<file path="config.mk">
export PLATFORM = sky130hd
export DESIGN_NAME = adc_serial_framer
export DESIGN_NICKNAME = d
export VERILOG_FILES = /design/src/rtl/adc_framer_pkg.sv /design/src/rtl/adc_edge_sync.sv /design/src/rtl/adc_frame_seq.sv /design/src/rtl/adc_frame_lane.sv /design/src/rtl/adc_serial_framer.sv
export SDC_FILE = /design/constraint.sdc
export NUM_CORES = 1
export LEC_CHECK = 0
export BUFFER_PORTS_ARGS = -buffer_cell sky130_fd_sc_hd__buf_2
export CAP_MARGIN = 20
export CORE_MARGIN = 4
export CORE_UTILIZATION = 55
export CTS_BUF_LIST = sky130_fd_sc_hd__clkbuf_4
export DETAILED_ROUTE_END_ITERATION = 10
export HOLD_SLACK_MARGIN = 0.1
export MAX_ROUTING_LAYER = met4
export PLACE_DENSITY = 0.78
export RECOVER_POWER = 100
export SLEW_MARGIN = 20
export SYNTH_ARGS = -nofsm -noshare
export SYNTH_HDL_FRONTEND = slang
export SYNTH_SLANG_ARGS = --single-unit
export TNS_END_PERCENT = 10
</file>
<file path="constraint.sdc">
create_clock -name clk -period 4.66 [get_ports clk]
set_input_delay 0.932 -clock clk [delete_from_list [all_inputs] [get_ports clk]]
set_output_delay 0.932 -clock clk [all_outputs]
set_load 0.02 [all_outputs]
</file>
<file path="src/rtl/adc_framer_pkg.sv">
package adc_framer_pkg;
  localparam int LANES = 2;

  typedef enum logic [1:0] {
    FR_IDLE,
    FR_SHIFT,
    FR_SPENT
  } fr_state_e;
endpackage

</file>
<file path="src/rtl/adc_edge_sync.sv">
module adc_edge_sync #(
  parameter int   STAGES  = 2,
  parameter logic RST_VAL = 1'b1
) (
  input  logic clk,
  input  logic rst_n,
  input  logic async_in,
  output logic rise,
  output logic fall
);
  logic [STAGES-1:0] sync_q;
  logic              prev_q;

  always_ff @(posedge clk or negedge rst_n) begin
    if (!rst_n) begin
      sync_q <= {STAGES{RST_VAL}};
      prev_q <= RST_VAL;
    end else begin
      sync_q <= {sync_q[STAGES-2:0], async_in};
      prev_q <= sync_q[STAGES-1];
    end
  end

  assign rise = sync_q[STAGES-1] & ~prev_q;
  assign fall = ~sync_q[STAGES-1] & prev_q;
endmodule

</file>
<file path="src/rtl/adc_frame_seq.sv">
module adc_frame_seq
  import adc_framer_pkg::*;
#(
  parameter int HOLD_FALLS = 13,
  parameter int MAX_FALLS  = 32,
  parameter int CNT_W      = $clog2(MAX_FALLS + 1)
) (
  input  logic             clk,
  input  logic             rst_n,
  input  logic             cs_fall,
  input  logic             cs_rise,
  input  logic             sclk_fall,
  input  logic             sclk_rise,
  output logic [CNT_W-1:0] cnt,
  output logic             hold,
  output logic             shift_oe
);
  fr_state_e state_q;

  always_ff @(posedge clk or negedge rst_n) begin
    if (!rst_n) begin
      state_q <= FR_IDLE;
      cnt     <= '0;
      hold    <= 1'b0;
    end else if (cs_rise) begin
      state_q <= FR_IDLE;
      cnt     <= '0;
      hold    <= 1'b0;
    end else if (cs_fall) begin
      state_q <= FR_SHIFT;
      cnt     <= '0;
      hold    <= 1'b1;
    end else begin
      if (state_q == FR_SHIFT && sclk_fall) begin
        cnt <= cnt + CNT_W'(1);
        if (cnt == CNT_W'(MAX_FALLS - 1)) state_q <= FR_SPENT;
      end
      if (state_q != FR_IDLE && sclk_rise && cnt >= CNT_W'(HOLD_FALLS))
        hold <= 1'b0;
    end
  end

  assign shift_oe = (state_q == FR_SHIFT);
endmodule

</file>
<file path="src/rtl/adc_frame_lane.sv">
module adc_frame_lane #(
  parameter int RES_W  = 12,
  parameter int CNT_W  = 6,
  parameter int OWN_LO = 3,
  parameter int OTH_LO = 19
) (
  input  logic             oe,
  input  logic [CNT_W-1:0] k,
  input  logic [RES_W-1:0] own,
  input  logic [RES_W-1:0] other,
  output logic             bit_o
);
  localparam int OWN_HI = OWN_LO + RES_W - 1;
  localparam int OTH_HI = OTH_LO + RES_W - 1;
  localparam logic [RES_W-1:0] MSB = {1'b1, {(RES_W-1){1'b0}}};

  always_comb begin
    bit_o = 1'b0;
    if (oe) begin
      if (k >= CNT_W'(OWN_LO) && k <= CNT_W'(OWN_HI))
        bit_o = |((own << (k - CNT_W'(OWN_LO))) & MSB);
      else if (k >= CNT_W'(OTH_LO) && k <= CNT_W'(OTH_HI))
        bit_o = |((other << (k - CNT_W'(OTH_LO))) & MSB);
    end
  end
endmodule

</file>
<file path="src/rtl/adc_serial_framer.sv">
module adc_serial_framer
  import adc_framer_pkg::*;
#(
  parameter int RES_W       = 12,
  parameter int LEAD_ZEROS  = 3,
  parameter int GAP_ZEROS   = 4,
  parameter int HOLD_FALLS  = 13,
  parameter int SYNC_STAGES = 2
) (
  input  logic             clk,
  input  logic             rst_n,
  input  logic             sel_n,
  input  logic             ser_clk,
  input  logic [RES_W-1:0] chan_a,
  input  logic [RES_W-1:0] chan_b,
  output logic             dout_a,
  output logic             dout_a_oe,
  output logic             dout_b,
  output logic             dout_b_oe,
  output logic             hold
);
  localparam int MAX_FALLS = LEAD_ZEROS + RES_W + GAP_ZEROS + RES_W + 1;
  localparam int CNT_W     = $clog2(MAX_FALLS + 1);
  localparam int OTH_LO    = LEAD_ZEROS + RES_W + GAP_ZEROS;

  logic cs_fall, cs_rise, sclk_fall, sclk_rise;
  logic [CNT_W-1:0] cnt;
  logic shift_oe;
  logic [RES_W-1:0] cap_q [LANES];
  logic [LANES-1:0] dout_w;

  adc_edge_sync #(.STAGES(SYNC_STAGES), .RST_VAL(1'b1)) u_cs_sync (
    .clk(clk), .rst_n(rst_n), .async_in(sel_n), .rise(cs_rise), .fall(cs_fall)
  );

  adc_edge_sync #(.STAGES(SYNC_STAGES), .RST_VAL(1'b1)) u_sclk_sync (
    .clk(clk), .rst_n(rst_n), .async_in(ser_clk), .rise(sclk_rise), .fall(sclk_fall)
  );

  adc_frame_seq #(.HOLD_FALLS(HOLD_FALLS), .MAX_FALLS(MAX_FALLS), .CNT_W(CNT_W)) u_seq (
    .clk(clk), .rst_n(rst_n), .cs_fall(cs_fall), .cs_rise(cs_rise),
    .sclk_fall(sclk_fall), .sclk_rise(sclk_rise),
    .cnt(cnt), .hold(hold), .shift_oe(shift_oe)
  );

  always_ff @(posedge clk or negedge rst_n) begin
    if (!rst_n) begin
      cap_q[0] <= '0;
      cap_q[1] <= '0;
    end else if (cs_fall) begin
      cap_q[0] <= chan_a;
      cap_q[1] <= chan_b;
    end
  end

  for (genvar i = 0; i < LANES; i++) begin : g_lane
    adc_frame_lane #(.RES_W(RES_W), .CNT_W(CNT_W), .OWN_LO(LEAD_ZEROS), .OTH_LO(OTH_LO)) u_lane (
      .oe(shift_oe), .k(cnt), .own(cap_q[i]), .other(cap_q[LANES-1-i]), .bit_o(dout_w[i])
    );
  end

  assign dout_a    = dout_w[0];
  assign dout_b    = dout_w[1];
  assign dout_a_oe = shift_oe;
  assign dout_b_oe = shift_oe;
endmodule

</file>
==> results.py <==
metrics = {
    "status": {
        "status": "finished with violations",
        "violations": "max-capacitance violations, max-slew violations",
    },
    "timing": {
        "worst_pin_slew_ns": 1.98,
        "max_slew_margin_pct": -32.2,
        "rsz0062_at_grt": "no",
        "fmax_mhz": 271,
        "hold_viol": 0,
        "setup_viol": 0,
        "final.setup.tns_ns": 0,
        "clock_skew_ns": 0.00954,
        "fin_crit_ns": 3.69,
        "slew_violations": 40,
        "post-route-period-util_pct": 79.3,
    },
    "pwr": {
        "max-vdd-ir-drop_v": 0.000207,
        "power_density_nw_per_um2": 384,
        "p_leak_nw": 0.926,
    },
    "floorplan": {
        "die_x_um": 67.4,
        "core.rowCount": 21,
        "pin_count": 33,
        "start_util_pct": 57.7,
        "coreArea_um2": 3360,
        "die-area_um2": 4550,
        "die_y_um": 67.4,
    },
    "yosys": {
        "ys_seq_elements": 39,
        "yosys-top-cells-area": "dfrtp_1 (43%), mux2_2 (16%), dfstp_2 (8.1%), mux4_1 (8.1%), ha_1 (3.9%)",
        "synth.distinct_cells": 32,
        "postSynthCellCount": 147,
        "synth_fp_nets": 181,
        "ys_warn_count": 0,
        "syn_area_per_cell_um2": 13.2,
        "synth_area_um2": 1940,
        "ys_seq_area_share_pct": 50.6,
        "synth_top_area_share_pct": 42.5,
        "synth_top_area_cell": "dfrtp_1",
    },
    "clock_tree": {
        "h-tree-depth": 2,
        "path_clk_slew_ns": 0.12,
        "clock_latency_ns": 0.36,
        "cts-root-buf": "clkbuf_4",
        "clock_path_buffers": 2,
        "postCtsSetupRepairBufs": 0,
        "cts_hold_buf": 0,
        "cts_tree": "yes",
        "clock_sinks": 39,
        "cts_buffers": 5,
        "cts_resized": 0,
    },
    "critical_path": {
        "r2r_start": "u_cs_sync.prev_q",
        "arrival_ns": 2.76,
        "worstRegToRegCells": 3,
        "cp-end-kind": "output pin",
        "path_max_fanout": 14,
        "crit_type": "flop to output pin",
        "cp_data_required_time_ns": 3.73,
        "startpoint_type": "flop",
        "r2r-end": "cap_q[10]",
        "reg2reg_slack_ns": 2.33,
    },
    "route": {
        "final_antenna_net_count": 0,
        "first_pass_iters": 4,
        "vias": 1250,
        "dr.first_iter.drc_count": 125,
        "avgRoutedWirePerCell_um": 15.8,
        "routed_wl_um": 3530,
        "drc_errors": 0,
        "via_per_inst": 5.58,
    },
    "cells_and_area": {
        "layout.nets": 211,
        "area_delta_synth_final_pct": 10.8,
        "post_route_cells_drive_above_1_share_pct": 38.8,
        "layout_commonest_cell": "dfrtp_1",
        "n_antenna_cell": 0,
        "final_cell_mix": "dfrtp_1 (33), mux2_2 (27), buf_2 (27)",
        "post-route-util_pct": 64.0,
        "n_fill_cell": 295,
    },
    "grt": {
        "grt_overflow_total": 0,
        "grt_max_degree": 40,
        "track_usage_pct": 18.6,
        "first_global_vias": 1276,
        "grt_pass1_wl_um": 5930,
        "antenna_found_initial": 0,
    },
    "hold_path": {
        "holdPathEnd": "u_cs_sync.sync_q[1]",
        "whs_path_depth": 0,
        "hp-start": "u_cs_sync.sync_q[0]",
        "hold_class": "flop to flop",
    },
    "job": {
        "drv_cap": 1,
    },
    "place": {
        "gp_congestion": 0.846,
        "hpwlAfterDp_um": 2580,
        "io_buffer_count": 32,
    },
}
-- area by class of cell --
type | count | area, um^2 | share of cell area [%]
clock buffers | 5 | 37.5 | 1.75
clock inverters | 3 | 20.0 | 0.931
inverters | 7 | 26.3 | 1.22
multi-input cells | 91 | 868 | 40.4
flip-flops and latches | 39 | 983 | 45.7
well taps | 46 | 57.6 | 2.68
repair buffers | 33 | 158 | 7.33
-- flip-flops by register name (all words and copies together), names as in the netlist --
signal              cells
u_sclk_sync.sync_q      2
u_seq.cnt               6
u_seq.hold              1
cap_q                  24
u_cs_sync.sync_q        2
u_sclk_sync.prev_q      1
u_seq.state_q           2
u_cs_sync.prev_q        1
-- metrics by stage --
| stage | std cells | setup WS, ns | hold WS (ns) | power (mW) | area, um^2 |
|---|---|---|---|---|---|
| final | 224 | 0.965 | 0.364 | 0.826 | 2150 |
| after global routing | 224 | 0.699 | 0.366 | 0.885 | 2150 |
| after CTS | 224 | 1.02 | 0.355 | 0.837 | 2160 |
| after detailed placement | 216 | 1.44 | 0.347 | 0.664 | 2100 |
| after global placement | 216 | 1.56 | 0.346 | 0.650 | 2100 |
| after floorplan | 147 | 1.74 | 0.345 | 0.611 | 1940 |
-- kinds of logic (layout without fill, tap and decap cells) --
kind of cell / count (synthesis) / in the layout / synth area share (%)
adders and majority gates: 6 / 6 / 3.87
and+or+nand+nor: 21 / 21 / 6.64
buffers and inverters: 17 / 48 / 4.64
AOI/OAI and AO/OA: 28 / 28 / 8.96
DFF: 39 / 39 / 50.6
xor gates and xnor gates: 2 / 2 / 0.902
muxes: 34 / 34 / 24.4
-- power breakdown --
group | switching, mW | internal (mW)
logic | 0.105 | 0.123
registers | 0.0424 | 0.384
clock network | 0.115 | 0.0576
-- how the worst max path moves through the flow --
stage,start,endpoint,depth (start not counted)
after floorplan,u_seq.cnt[0],dout_a,8
after global placement,u_seq.cnt[0],dout_a,7
after detailed placement,u_seq.cnt[0],dout_b,7
after CTS,u_seq.cnt[0],dout_b,7
after global routing,u_seq.cnt[0],dout_b,7
final,u_seq.cnt[0],dout_b,7
-- critical path: stages (launching register included) --
cell	delay [ns]
dfrtp_1	0.68
inv_1	0.14
ha_1	0.46
mux4_1	0.34
mux2_1	0.32
o211ai_1	0.19
a21oi_1	0.11
clkbuf_1	0.18
-- layer usage --
layer | global-route usage (%) | vias up | share of wire [%]
li1 | - | 595 | -
met4 | 7.34 | 0 | 1.5
met1 | 22.9 | 618 | 43
met2 | 28.2 | 30 | 50
met5 | - | - | 0
met3 | 6.32 | 7 | 5.2
-- Yosys cell counts --
master,count
a21oi_1,5
a311o_2,1
a311oi_1,2
and2_1,1
and3_2,1
buf_1,2
buf_4,3
buf_6,2
clkbuf_1,3
dfrtp_1,33
dfstp_2,6
ha_1,6
inv_1,7
mux2_2,28
mux4_1,6
nand2_1,3
nand2b_1,4
nand3_1,2
nand3b_1,1
nand4b_1,1
nor2_1,1
nor2b_1,2
nor3_1,2
nor3b_1,1
nor4bb_1,1
o211ai_1,5
o21a_1,2
o21ai_0,12
o31ai_1,1
or3b_2,1
xnor2_1,1
xor2_1,1
Power figures use the tool's default switching activity.
